<file path="config.mk">
export PLATFORM = sky130hd
export DESIGN_NAME = burst_addr_seq
export DESIGN_NICKNAME = d
export VERILOG_FILES = /design/src/rtl/bseq_pkg.sv /design/src/rtl/bseq_decode.sv /design/src/rtl/bseq_core.sv /design/src/rtl/bseq_order.sv /design/src/rtl/burst_addr_seq.sv
export SDC_FILE = /design/constraint.sdc
export NUM_CORES = 1
export LEC_CHECK = 0
export ABC_AREA = 1
export BUFFER_PORTS_ARGS = -buffer_cell sky130_fd_sc_hd__buf_4
export CORE_ASPECT_RATIO = 0.7
export CORE_UTILIZATION = 35
export CTS_CLUSTER_SIZE = 20
export DETAILED_ROUTE_END_ITERATION = 7
export GPL_ROUTABILITY_DRIVEN = 0
export PLACE_DENSITY_LB_ADDON = 0.3
export SLEW_MARGIN = 30
export SYNTH_ARGS = -nofsm -noshare
export SYNTH_HDL_FRONTEND = slang
export SYNTH_HIERARCHICAL = 1
export SYNTH_SLANG_ARGS = --single-unit
</file>
<file path="constraint.sdc">
create_clock -name clk -period 1.3 [get_ports clk]
set_input_delay 0.13 -clock clk [delete_from_list [all_inputs] [get_ports clk]]
set_output_delay 0.13 -clock clk [all_outputs]
set_load 0.01 [all_outputs]
</file>
<file path="src/rtl/bseq_pkg.sv">
package bseq_pkg;
    typedef enum logic [1:0] {
        OP_HOLD = 2'd0,
        OP_LOAD = 2'd1,
        OP_STEP = 2'd2
    } bseq_op_e;
endpackage

</file>
<file path="src/rtl/bseq_decode.sv">
module bseq_decode
    import bseq_pkg::*;
(
    input  logic     cen_n,
    input  logic     adv_ld,
    output bseq_op_e op
);
    always_comb begin
        if (cen_n)       op = OP_HOLD;
        else if (adv_ld) op = OP_STEP;
        else             op = OP_LOAD;
    end
endmodule

</file>
<file path="src/rtl/bseq_core.sv">
module bseq_core
    import bseq_pkg::*;
#(
    parameter int ADDR_W = 18,
    parameter int BEAT_W = 2
) (
    input  logic                     clk,
    input  logic                     rst,
    input  bseq_op_e                 op,
    input  logic [ADDR_W-1:0]        addr_in,
    output logic [ADDR_W-BEAT_W-1:0] hi_q_o,
    output logic [BEAT_W-1:0]        start_q_o,
    output logic [BEAT_W-1:0]        beat_q_o
);
    localparam int HI_W = ADDR_W - BEAT_W;

    typedef struct packed {
        logic [HI_W-1:0]   hi;
        logic [BEAT_W-1:0] start;
        logic [BEAT_W-1:0] beat;
    } state_t;

    state_t st_d, st_q;

    always_comb begin
        st_d = st_q;
        unique case (op)
            OP_LOAD: begin
                st_d.hi    = addr_in[ADDR_W-1:BEAT_W];
                st_d.start = addr_in[BEAT_W-1:0];
                st_d.beat  = '0;
            end
            OP_STEP: st_d.beat = st_q.beat + 1'b1;
            default: st_d = st_q;
        endcase
    end

    always_ff @(posedge clk) begin
        if (rst) st_q <= '0;
        else     st_q <= st_d;
    end

    assign hi_q_o    = st_q.hi;
    assign start_q_o = st_q.start;
    assign beat_q_o  = st_q.beat;

    // an advance steps the beat by one and wraps
    a_r2_beat_step: assert property (@(posedge clk) disable iff (rst)
        op == OP_STEP |=> beat_q_o == BEAT_W'($past(beat_q_o) + 1'b1));

    // a load restarts the burst at beat zero
    a_r1_beat_zero: assert property (@(posedge clk) disable iff (rst)
        op == OP_LOAD |=> beat_q_o == '0);

    // reset clears the state
    a_r9_reset_clear: assert property (@(posedge clk)
        rst |=> (beat_q_o == '0 && start_q_o == '0 && hi_q_o == '0));
endmodule

</file>
<file path="src/rtl/bseq_order.sv">
module bseq_order #(
    parameter int BEAT_W = 2
) (
    input  logic [BEAT_W-1:0] start,
    input  logic [BEAT_W-1:0] beat,
    input  logic              mode_il,
    output logic [BEAT_W-1:0] lo
);
    logic [BEAT_W-1:0] lo_xor;
    logic [BEAT_W-1:0] lo_add;

    for (genvar i = 0; i < BEAT_W; i++) begin : g_xor
        assign lo_xor[i] = start[i] ^ beat[i];
    end

    assign lo_add = start + beat;

    always_comb begin
        lo = mode_il ? lo_xor : lo_add;
    end
endmodule

</file>
<file path="src/rtl/burst_addr_seq.sv">
module burst_addr_seq
    import bseq_pkg::*;
#(
    parameter int ADDR_W = 18
) (
    input  logic              clk,
    input  logic              rst,
    input  logic              cen_n,
    input  logic              adv_ld,
    input  logic              mode_il,
    input  logic [ADDR_W-1:0] addr_in,
    output logic [ADDR_W-1:0] addr_out
);
    localparam int BEAT_W = 2;
    localparam int HI_W   = ADDR_W - BEAT_W;

    bseq_op_e          op;
    logic [HI_W-1:0]   hi_q;
    logic [BEAT_W-1:0] start_q;
    logic [BEAT_W-1:0] beat_q;
    logic [BEAT_W-1:0] lo;

    bseq_decode u_decode (
        .cen_n  (cen_n),
        .adv_ld (adv_ld),
        .op     (op)
    );

    bseq_core #(.ADDR_W(ADDR_W), .BEAT_W(BEAT_W)) u_core (
        .clk       (clk),
        .rst       (rst),
        .op        (op),
        .addr_in   (addr_in),
        .hi_q_o    (hi_q),
        .start_q_o (start_q),
        .beat_q_o  (beat_q)
    );

    bseq_order #(.BEAT_W(BEAT_W)) u_order (
        .start   (start_q),
        .beat    (beat_q),
        .mode_il (mode_il),
        .lo      (lo)
    );

    assign addr_out = {hi_q, lo};

    // a load shows the external address in the next cycle
    a_r1_load_visible: assert property (@(posedge clk) disable iff (rst)
        (!cen_n && !adv_ld) |=> addr_out == $past(addr_in));

    // an advance leaves the upper bits alone
    a_r3_upper_held: assert property (@(posedge clk) disable iff (rst)
        (!cen_n && adv_ld) |=> addr_out[ADDR_W-1:BEAT_W] == $past(addr_out[ADDR_W-1:BEAT_W]));

    // linear order counts up by one per advance
    a_r5_linear_step: assert property (@(posedge clk) disable iff (rst)
        (!cen_n && adv_ld && !mode_il) |=>
            (!mode_il -> addr_out[BEAT_W-1:0] == BEAT_W'($past(addr_out[BEAT_W-1:0]) + 1'b1)));

    // a stalled edge keeps the address
    a_r7_stall_hold: assert property (@(posedge clk) disable iff (rst)
        cen_n |=> ($stable(mode_il) -> $stable(addr_out)));
endmodule

</file>
==> results_dict.tcl <==
set metrics [dict create \
    outcome "complete, but fails checks" \
    violations "setup timing" \
    power.share.clock_pct 34.6 \
    portBuffers 40 \
    worst-r2r-setup-slack_ns 0.49 \
    crit_chain "ha_4, inv_2, nor2_1, nand3_1, nand2_1, inv_1, buf_6" \
    yosysSeqAreaShare_pct 46.4 \
    die_h_um 43.6 \
    syn_inst 112 \
    nNetsFinal 182 \
    synth_area_um2 863 \
    drc_errors 0 \
    design.core.area_um2 2240 \
    fin_crit_sh_pct 102 \
    cp-end-kind "output port" \
    final_layout_size_suffix_gt1_share_pct 38.1 \
    grt_usage_pct 14.3 \
    cpPeakStageDelay_ns 0.38 \
    p_sw_share_pct 22.9 \
    p_total_mw 1.43 \
    hpwl_um 1350 \
    dr.pass1.iters 4 \
    antenna_found_initial 0 \
    htree_num_levels 1 \
    fmax_mhz 755 \
    startpoint "u_core/beat_q_o[0]$_SDFFE_PP0P_" \
    synth_xor_area_share_pct 1.01 \
    internal-power_mw 1.10 \
    ys_seq_elements 20 \
    die_x_um 61.4 \
    grt_pass1_vias 695 \
    place_ws_ns 0.0498 \
    hold_violations 0 \
    critPathMaxFanout 2 \
    die-area_um2 2670 \
    min_period_ns 1.32 \
    fin_setup_tns_ns -0.0240 \
    power_density_nw_per_um2 1150 \
    skew_ns 0.00000447 \
    final_cell_count_no_fill 187 \
    avgSynthCellArea_um2 7.71 \
    drt_iter0_markers 15 \
    hold_depth 3 \
    routed_wl_um 1790 \
    final_area_um2 1250 \
    cts_root_buffer "clkbuf_4" \
    combPwrFrac_pct 17.9 \
    synthesis.nets 138 \
    tightest_slew_ns 0.256 \
    yosysWarningCount 6 \
    initial_core_util_pct 38.5 \
    r2r_start "u_core/beat_q_o[0]$_SDFFE_PP0P_" \
    cts_tree "yes" \
    synth-simple-area-share_pct 25.2 \
    cts_buffers 3 \
    synth_compound_area_share_pct 11.0 \
    rows 14 \
    crit_required_ns 1.17 \
    fill_cells 236 \
    synthMuxAreaShare_pct 0 \
    clk_pin_slew_ns 0.11 \
    synth.distinct_cells 16 \
    slew_headroom_pct 82.8 \
    grt_max_degree 20 \
    critPathLaunchType "flip-flop" \
    p_leak_nw 0.629 \
    ant_nets 0 \
    peakVddDrop_mv 0.675 \
    place_area_um2 1170 \
    crit_path_end "addr_out[1]" \
    rsz0062_at_grt "true" \
    drv_slew 0 \
    setup_slack_ns -0.0240 \
    cpLargestDelayFamily "flip-flops" \
    vias 798 \
    area_growth_pct 44.3 \
    arrival_ns 1.19 \
    cp.depth 7 \
    cpMaxStageDelayCell "dfxtp_2" \
    cts_sinks 20 \
    r2r_end "u_core/beat_q_o[1]$_SDFFE_PP0P_" \
    vias_per_cell 4.27 \
    pin_count 41 \
    cap_violations 0 \
    clk_path_buf_depth 2 \
    yosys.area_share.adder_pct 4.35 \
    synth_top_family_by_area "simple AND/OR/NAND/NOR gates" \
    placedCellCount 182 \
    num_antenna_cells 0 \
    path_class "flip-flop to output port" \
    clk-insertion-delay-late_ns 0.29 \
    p_seq_share_pct 47.5 \
    ff2ff_path_depth 5 \
    grt_overflow 0 \
    multi_input_area_um2 372 \
    grt_pass1_wl_um 2800 \
    final-setup-viol-count 1 \
    holdCritPathClass "input pin to flip-flop" \
    wl_per_cell_um 9.57 \
    switching_power_mw 0.327 \
    critical_path_buf_inv_count 3 \
    seq_area_um2 403 \
]
metrics by stage:
step | utilization (%) | hold slack (ns)
CTS | 55.6 | 0.0319
detailed placement | 52.1 | 0.358
global placement | 52.1 | 0.353
finish | 55.6 | 0.0475
floorplan | - | 0.258
global route | 55.6 | 0.0244
per-layer routing:
metal | global-route usage (%) | up-vias | part of all wire [%]
li1 | - | 433 | -
met1 | 16.3 | 335 | 46
met3 | 5.97 | 0 | 8.0
met4 | 2.67 | 0 | 0
met5 | 0 | - | 0
met2 | 25.2 | 30 | 46
state kept, by name, indices dropped and copies added (netlist names):
name              cells
u_core/beat_q_o       2
u_core/start_q_o      2
u_core/hi_q_o        16
worst reg2reg max path, stage by stage, from the launching register on:
cell,delay [ns]
dfxtp_2,0.36
buf_4,0.15
nand2_1,0.06
nand2_1,0.05
nand2_1,0.06
nor2_1,0.04
cells in the mapped netlist:
library cell  instances  area share, %
nor2_1               35             15
dfxtp_1              20             46
o21ai_0              14            8.1
inv_1                10            4.3
nand2_1               9            3.9
nor2_2                6            4.3
o21ai_1               5            2.9
ha_1                  3            4.3
nand3_1               3            1.7
buf_12                1            2.3
buf_2                 1           0.58
buf_6                 1            1.3
buf_8                 1            1.7
inv_2                 1           0.43
inv_8                 1            1.3
xor2_1                1            1.0
logic make-up after synthesis:
family          after synthesis
flops                        20
simple gates                 53
compound gates               19
buf+inv                      16
xor+xnor                      1
fa+ha+maj                     3
repair_timing:
item / CTS / global route
hold buffers: 0 / 0
pin swaps: 1 / 0
setup endpoints to repair: 1 / 1
resized for setup: 6 / 0
setup buffers: 1 / 0
layout make-up:
class                      count  share of cell area [%]
multi-input combinational     76                    29.8
tap                           32                    3.21
inverter                      12                    4.22
timing repair buffer          43                    26.2
clock buffer                   3                    1.81
sequential                    20                    32.3
clock inverter                 1                    2.41
power by group through the flow:
stage          sequential [mW]  clock [mW]  combinational (mW)
6_report                 0.679       0.495               0.256
3_3_place_gp             0.690           0               0.239
2_1_floorplan            0.703           0               0.111
5_1_grt                  0.686       0.545               0.284
3_5_place_dp             0.691           0               0.247
4_1_cts                  0.679       0.514               0.260
how the worst min path moves through the flow:
| stage | start | end | slack [ns] |
|---|---|---|---|
| after CTS | addr_in[0] | u_core/start_q_o[0]$_SDFFE_PP0N_ | 0.03 |
| final | addr_in[4] | u_core/hi_q_o[2]$_SDFFE_PP0N_ | 0.05 |
| after global placement | addr_in[8] | u_core/hi_q_o[6]$_SDFFE_PP0N_ | 0.35 |
| after global routing | addr_in[4] | u_core/hi_q_o[2]$_SDFFE_PP0N_ | 0.02 |
| after floorplan | addr_in[12] | u_core/hi_q_o[10]$_SDFFE_PP0N_ | 0.26 |
| after detailed placement | addr_in[8] | u_core/hi_q_o[6]$_SDFFE_PP0N_ | 0.36 |
placed cells by master, fill, tap and decap left out, drive strengths merged:
| master | netlist | final |
|---|---|---|
| xor2 | 1 | 1 |
| bufinv | 0 | 1 |
| inv | 12 | 12 |
| buf | 4 | 43 |
| clkbuf | 0 | 3 |
| ha | 3 | 3 |
| nand2 | 9 | 9 |
| dfxtp | 20 | 20 |
| nor2 | 41 | 41 |
| o21ai | 19 | 19 |
| nand3 | 3 | 3 |
(Power assumes the default switching activity.)
